### config.mk
export PLATFORM = sky130hd
export DESIGN_NAME = txj_supervisor
export DESIGN_NICKNAME = d
export VERILOG_FILES = /design/src/rtl/txj_pkg.sv /design/src/rtl/txj_ms_timer.sv /design/src/rtl/txj_jab_ctrl.sv /design/src/rtl/txj_hb_gen.sv /design/src/rtl/txj_supervisor.sv
export SDC_FILE = /design/constraint.sdc
export NUM_CORES = 1
export LEC_CHECK = 0
export BUFFER_PORTS_ARGS = -buffer_cell sky130_fd_sc_hd__buf_2
export CORE_AREA = 2 2 53 104
export CTS_CLUSTER_DIAMETER = 40
export DETAILED_ROUTE_END_ITERATION = 6
export DIE_AREA = 0 0 55 106
export SLEW_MARGIN = 25
export SYNTH_ARGS = -nofsm -noshare
export SYNTH_HDL_FRONTEND = slang
export SYNTH_SLANG_ARGS = --single-unit
### constraint.sdc
create_clock -name clk -period 3.4 [get_ports clk]
set_clock_uncertainty 0.15 [all_clocks]
set_input_delay 0.17 -clock clk [delete_from_list [all_inputs] [get_ports clk]]
set_output_delay 0.17 -clock clk [all_outputs]
set_load 0.1 [all_outputs]
### src/rtl/txj_pkg.sv
package txj_pkg;
   typedef enum logic [1:0] {
      HB_IDLE  = 2'd0,
      HB_WAIT  = 2'd1,
      HB_PULSE = 2'd2
   } hb_state_t;

   // bits needed to count 0 .. v-1, never below one
   function automatic int cnt_w(input int v);
      return (v < 2) ? 1 : $clog2(v);
   endfunction

   function automatic int imax(input int a, input int b);
      return (a > b) ? a : b;
   endfunction
endpackage

### src/rtl/txj_ms_timer.sv
module txj_ms_timer #(
   parameter int CYC_PER_TICK = 25000,
   parameter int TICK_W       = 9
) (
   input  logic              clk,
   input  logic              rst_n,
   input  logic              run,
   input  logic [TICK_W-1:0] last_tick,
   output logic              expire
);
   localparam int PRE_W = txj_pkg::cnt_w(CYC_PER_TICK);
   localparam logic [PRE_W-1:0] PRE_LAST = PRE_W'(CYC_PER_TICK - 1);

   logic [PRE_W-1:0]  pre_q;
   logic [TICK_W-1:0] tick_q;
   logic              pre_wrap;

   assign pre_wrap = (pre_q == PRE_LAST);
   assign expire   = run && pre_wrap && (tick_q == last_tick);

   always_ff @(posedge clk or negedge rst_n) begin
      if (!rst_n) begin
         pre_q  <= '0;
         tick_q <= '0;
      end else if (!run || expire) begin
         pre_q  <= '0;
         tick_q <= '0;
      end else if (pre_wrap) begin
         pre_q  <= '0;
         tick_q <= tick_q + 1'b1;
      end else begin
         pre_q  <= pre_q + 1'b1;
      end
   end
endmodule

### src/rtl/txj_jab_ctrl.sv
module txj_jab_ctrl #(
   parameter int CYC_PER_TICK = 25000,
   parameter int JAB_TICKS    = 105,
   parameter int UNJAB_TICKS  = 406
) (
   input  logic clk,
   input  logic rst_n,
   input  logic tx_en,
   input  logic jab_clr,
   output logic tx_gate,
   output logic jab_flag,
   output logic trip,
   output logic jammed
);
   localparam int TICK_W = txj_pkg::cnt_w(txj_pkg::imax(JAB_TICKS, UNJAB_TICKS));
   localparam logic [TICK_W-1:0] JAB_LAST   = TICK_W'(JAB_TICKS - 1);
   localparam logic [TICK_W-1:0] UNJAB_LAST = TICK_W'(UNJAB_TICKS - 1);

   logic              jammed_q;
   logic              flag_q;
   logic              run;
   logic              expire;
   logic [TICK_W-1:0] last_tick;

   // open: count busy cycles; closed: count idle cycles
   assign run       = tx_en ^ jammed_q;
   assign last_tick = jammed_q ? UNJAB_LAST : JAB_LAST;

   txj_ms_timer #(
      .CYC_PER_TICK (CYC_PER_TICK),
      .TICK_W       (TICK_W)
   ) i_timer (
      .clk       (clk),
      .rst_n     (rst_n),
      .run       (run),
      .last_tick (last_tick),
      .expire    (expire)
   );

   assign trip = expire && !jammed_q;

   always_ff @(posedge clk or negedge rst_n) begin
      if (!rst_n) begin
         jammed_q <= 1'b0;
         flag_q   <= 1'b0;
      end else begin
         if (expire)
            jammed_q <= !jammed_q;
         if (trip || jammed_q)
            flag_q <= 1'b1;
         else if (jab_clr)
            flag_q <= 1'b0;
      end
   end

   assign tx_gate  = !jammed_q;
   assign jab_flag = flag_q;
   assign jammed   = jammed_q;
endmodule

### src/rtl/txj_hb_gen.sv
module txj_hb_gen
   import txj_pkg::*;
#(
   parameter int HB_DLY = 22,
   parameter int HB_WID = 25
) (
   input  logic clk,
   input  logic rst_n,
   input  logic crs,
   input  logic sqe_en,
   input  logic trip,
   input  logic jammed,
   output logic col_hb
);
   localparam int CNT_W = cnt_w(imax(HB_DLY, HB_WID));
   localparam logic [CNT_W-1:0] DLY_LAST = CNT_W'(HB_DLY - 1);
   localparam logic [CNT_W-1:0] WID_LAST = CNT_W'(HB_WID - 1);

   hb_state_t        st_q;
   logic [CNT_W-1:0] cnt_q;
   logic             crs_q;
   logic             abort_q;
   logic             fall;
   logic             rise;
   logic             start;

   assign fall  = crs_q && !crs;
   assign rise  = !crs_q && crs;
   assign start = fall && sqe_en && !abort_q && !jammed && !trip;

   always_ff @(posedge clk or negedge rst_n) begin
      if (!rst_n) begin
         crs_q   <= 1'b0;
         abort_q <= 1'b0;
         st_q    <= HB_IDLE;
         cnt_q   <= '0;
      end else begin
         crs_q <= crs;
         if (trip)
            abort_q <= 1'b1;
         else if (rise)
            abort_q <= 1'b0;
         if (start) begin
            st_q  <= HB_WAIT;
            cnt_q <= '0;
         end else begin
            unique case (st_q)
               HB_WAIT: begin
                  if (cnt_q == DLY_LAST) begin
                     st_q  <= HB_PULSE;
                     cnt_q <= '0;
                  end else begin
                     cnt_q <= cnt_q + 1'b1;
                  end
               end
               HB_PULSE: begin
                  if (cnt_q == WID_LAST) begin
                     st_q  <= HB_IDLE;
                     cnt_q <= '0;
                  end else begin
                     cnt_q <= cnt_q + 1'b1;
                  end
               end
               default: begin
                  st_q  <= HB_IDLE;
                  cnt_q <= '0;
               end
            endcase
         end
      end
   end

   assign col_hb = (st_q == HB_PULSE);
endmodule

### src/rtl/txj_supervisor.sv
module txj_supervisor #(
   parameter int CYC_PER_TICK = 25000,
   parameter int JAB_TICKS    = 105,
   parameter int UNJAB_TICKS  = 406,
   parameter int HB_DLY       = 22,
   parameter int HB_WID       = 25,
   parameter bit HAS_SQE      = 1'b1
) (
   input  logic clk,
   input  logic rst_n,
   input  logic tx_en,
   input  logic crs,
   input  logic sqe_en,
   input  logic jab_clr,
   output logic tx_gate,
   output logic jab_flag,
   output logic col_hb
);
   if (CYC_PER_TICK < 1 || JAB_TICKS < 1 || UNJAB_TICKS < 1) begin : g_bad_timer
      $error("txj_supervisor: timer parameters must be at least 1");
   end
   if (HB_DLY < 1 || HB_WID < 1) begin : g_bad_hb
      $error("txj_supervisor: heartbeat parameters must be at least 1");
   end

   logic trip;
   logic jammed;

   txj_jab_ctrl #(
      .CYC_PER_TICK (CYC_PER_TICK),
      .JAB_TICKS    (JAB_TICKS),
      .UNJAB_TICKS  (UNJAB_TICKS)
   ) i_jab (
      .clk      (clk),
      .rst_n    (rst_n),
      .tx_en    (tx_en),
      .jab_clr  (jab_clr),
      .tx_gate  (tx_gate),
      .jab_flag (jab_flag),
      .trip     (trip),
      .jammed   (jammed)
   );

   if (HAS_SQE) begin : g_sqe
      txj_hb_gen #(
         .HB_DLY (HB_DLY),
         .HB_WID (HB_WID)
      ) i_hb (
         .clk    (clk),
         .rst_n  (rst_n),
         .crs    (crs),
         .sqe_en (sqe_en),
         .trip   (trip),
         .jammed (jammed),
         .col_hb (col_hb)
      );
   end else begin : g_no_sqe
      logic unused_hb;
      assign unused_hb = &{1'b0, crs, sqe_en, trip, jammed};
      assign col_hb = 1'b0;
   end
endmodule

==> flow_summary.ini <==
[clock_tree]
htree_levels = 2
post_cts_buffers = 0
cts-root-buf = clkbuf_8
worstSkewPairLatency_ns = 0.28
cts_made_buffers = 5
path_clk_slew_ns = 0.07
clock_path_buffers = 2
cts_hold_buf = 2
cts.sinks = 35
cts_tree = yes
cts_resized = 0

[power_and_ir_drop]
ir_drop_mv = 0.2414
fin_total_pwr_uw = 785.6
power.leakage_nw = 0.8299
power_density_mw_per_mm2 = 371.5

[run_status]
status = complete, no violations

[synthesis]
yosysTopAreaCell = dfrtp_1
synth.net_count = 211
ys_seq_area_share_pct = 44.87
async_flop_share_pct = 100.0
synth_seq_cells = 35
synth_commonest_cells = dfrtp_1 (35), nor2_1 (20), nand4_1 (14), nand2_1 (13)
synth_edf_count = 0
yosysTopAreaCellShare_pct = 44.87
ys_warn_count = 0
synth.avg_cell_area_um2 = 9.858
synth.area.top_cells = dfrtp_1 (45%), xnor2_1 (5.4%), ha_1 (4.5%)
ys_dominant_reg_cell = dfrtp_1
synth.most_common_cell = dfrtp_1
synthesis.instances = 198
netlist_area_mm2 = 0.001952
yosysUniqueCellTypes = 42

[flow_run]
maxCapViolCount = 0

[worst_setup_path]
critPathRequiredTime_ns = 3.45
critPathArrivalTime_ns = 2.31
r2r_cells = 5
worstSetupStartpointType = flop
cp_max_fo = 16
criticalPathCategory = flop to flop
cp-end-kind = flop

[global_routing]
grt_overflow = 0
grt_max_degree = 36
grt_pass1_wl_mm = 7.058
antenna_found_initial = 0
track_usage_pct = 16.16
grt_pass1_vias = 1542

[placed_design]
placed_area_mm2 = 0.002007
place_congestion = 0.7872
dp_slack_ns = 1.125
hpwl_mm = 2.806
port_buffers = 8
dp.cells = 254

[finish]
n_antenna_cell = 0
layout-drive-gt1-share_pct = 10.24
syn_to_final_growth_pct = 8.333
finalNonFillerCells = 263
nNetsFinal = 218
fill_cells = 546
final_area_mm2 = 0.002115

[sta]
clock.fmax_mhz = 441.9
drv_slew = 0
setup_tns_ns = 0
rsz0062_at_grt = no
hold_violations = 0
finalCriticalPeriod_ns = 2.263
worstMarginPinSlew_ns = 0.9419
setup_slack_ns = 1.137
timing.final.crit_share_pct = 66.56
setup_viol = 0
slew_headroom_pct = 36.76

[floorplan]
ios = 9
initial_utilization_pct = 38.33
die_area_mm2 = 0.005830
core_area_mm2 = 0.005092
rows = 37
die_h_um = 106
die_x_um = 55

[routing]
antenna_left = 0
firstDrtPassIters = 4
first_iter_violations = 34
routedWlPerCell_um = 14.80
routed_wl_mm = 3.892
num_vias = 1486
viasPerCell = 5.650
drc = 0

[hold_path]
hold_depth = 3
hold_class = input pin to flop
## metal layers
metal	share of wire [%]	GRT usage [%]	wire, um
met5	0	0	0
met4	1.7	5.226	68
met3	0.85	1.685	33
met2	57	27.72	2220
met1	40	20.28	1571
## registers in the layout, indices dropped and copies added, names as in the netlist
register / count
g_sqe.i_hb.crs_q: 1
i_jab.jammed: 1
i_jab.i_timer.pre_q: 15
i_jab.jab_flag: 1
g_sqe.i_hb.st_q: 2
g_sqe.i_hb.abort_q: 1
i_jab.i_timer.tick_q: 9
g_sqe.i_hb.cnt_q: 5
## cells by family (layout without fill, tap and decap cells)
group / after synthesis / after routing / share of synthesized area (%)
XOR/XNOR: 18 / 18 / 8.077
flip-flops: 35 / 35 / 44.87
adder cells (fa/ha/maj): 7 / 7 / 4.487
buffers and inverters: 19 / 26 / 4.679
multiplexers: 1 / 1 / 0.5128
AND/OR/NAND/NOR: 92 / 92 / 27.37
AO/OA/AOI/OAI: 26 / 26 / 10.00
## path summary, 6_finish.rpt
kind,to,startpoint,slack (ns)
worst max-delay path,i_jab.i_timer.tick_q[0],i_jab.i_timer.pre_q[0],1.14
worst min-delay path,i_jab.jab_flag,jab_clr,0.02
worst max register to register,i_jab.i_timer.tick_q[0],i_jab.i_timer.pre_q[0],1.14
worst min register to register,i_jab.i_timer.pre_q[0],i_jab.i_timer.pre_q[0],0.32
max in group asynchronous,g_sqe.i_hb.cnt_q[4],rst_n,2.24
min in group asynchronous,i_jab.i_timer.pre_q[8],rst_n,0.36
## placed cells by master (no fill, tap or decap), types with 2 or more instances in the layout
master	instances
buf_2	8
dfrtp_1	35
o21ai_0	3
and4b_1	2
ha_1	7
nand2_1	13
o2111ai_1	2
a21oi_1	6
xor2_1	6
xnor2_1	12
dlygate4sd3_1	2
a2111oi_1	2
nor4_1	3
nor2_1	20
nand3_1	12
inv_1	9
nor3_1	6
clkbuf_8	6
or3_1	5
a31oi_1	7
nand4b_1	2
and3_1	3
and4_1	2
nand4_1	14
## through the flow
stage	hold slack [ns]	util (%)
after floorplan	-0.2756	-
after global placement	0.1435	39.41
after CTS	0.02027	41.52
after detailed placement	0.1524	39.41
final	0.01677	41.52
after global routing	0.04755	41.52
## critical path, cell delays in order (launching register included)
cell and delay, ns:
dfrtp_1 0.37, ha_1 0.25, and3_1 0.21, nand4_1 0.47, or4_1 0.59, a21oi_1 0.15
## layout make-up
class	instances	area, um2	area share, %
inverters	9	33.78	1.598
clock inverters	1	5.005	0.2367
multi-input cells	144	984.7	46.57
flip-flops and latches	35	875.8	41.42
repair buffers	10	60.06	2.840
clock buffers	6	82.58	3.905
well taps	58	72.57	3.432
## report_power, final
group          total [mW]  switching (mW)  internal, mW
registers           0.443          0.0172         0.426
clock network       0.302           0.143         0.159
logic              0.0409          0.0242        0.0167
Power figures use the tool's default switching activity.
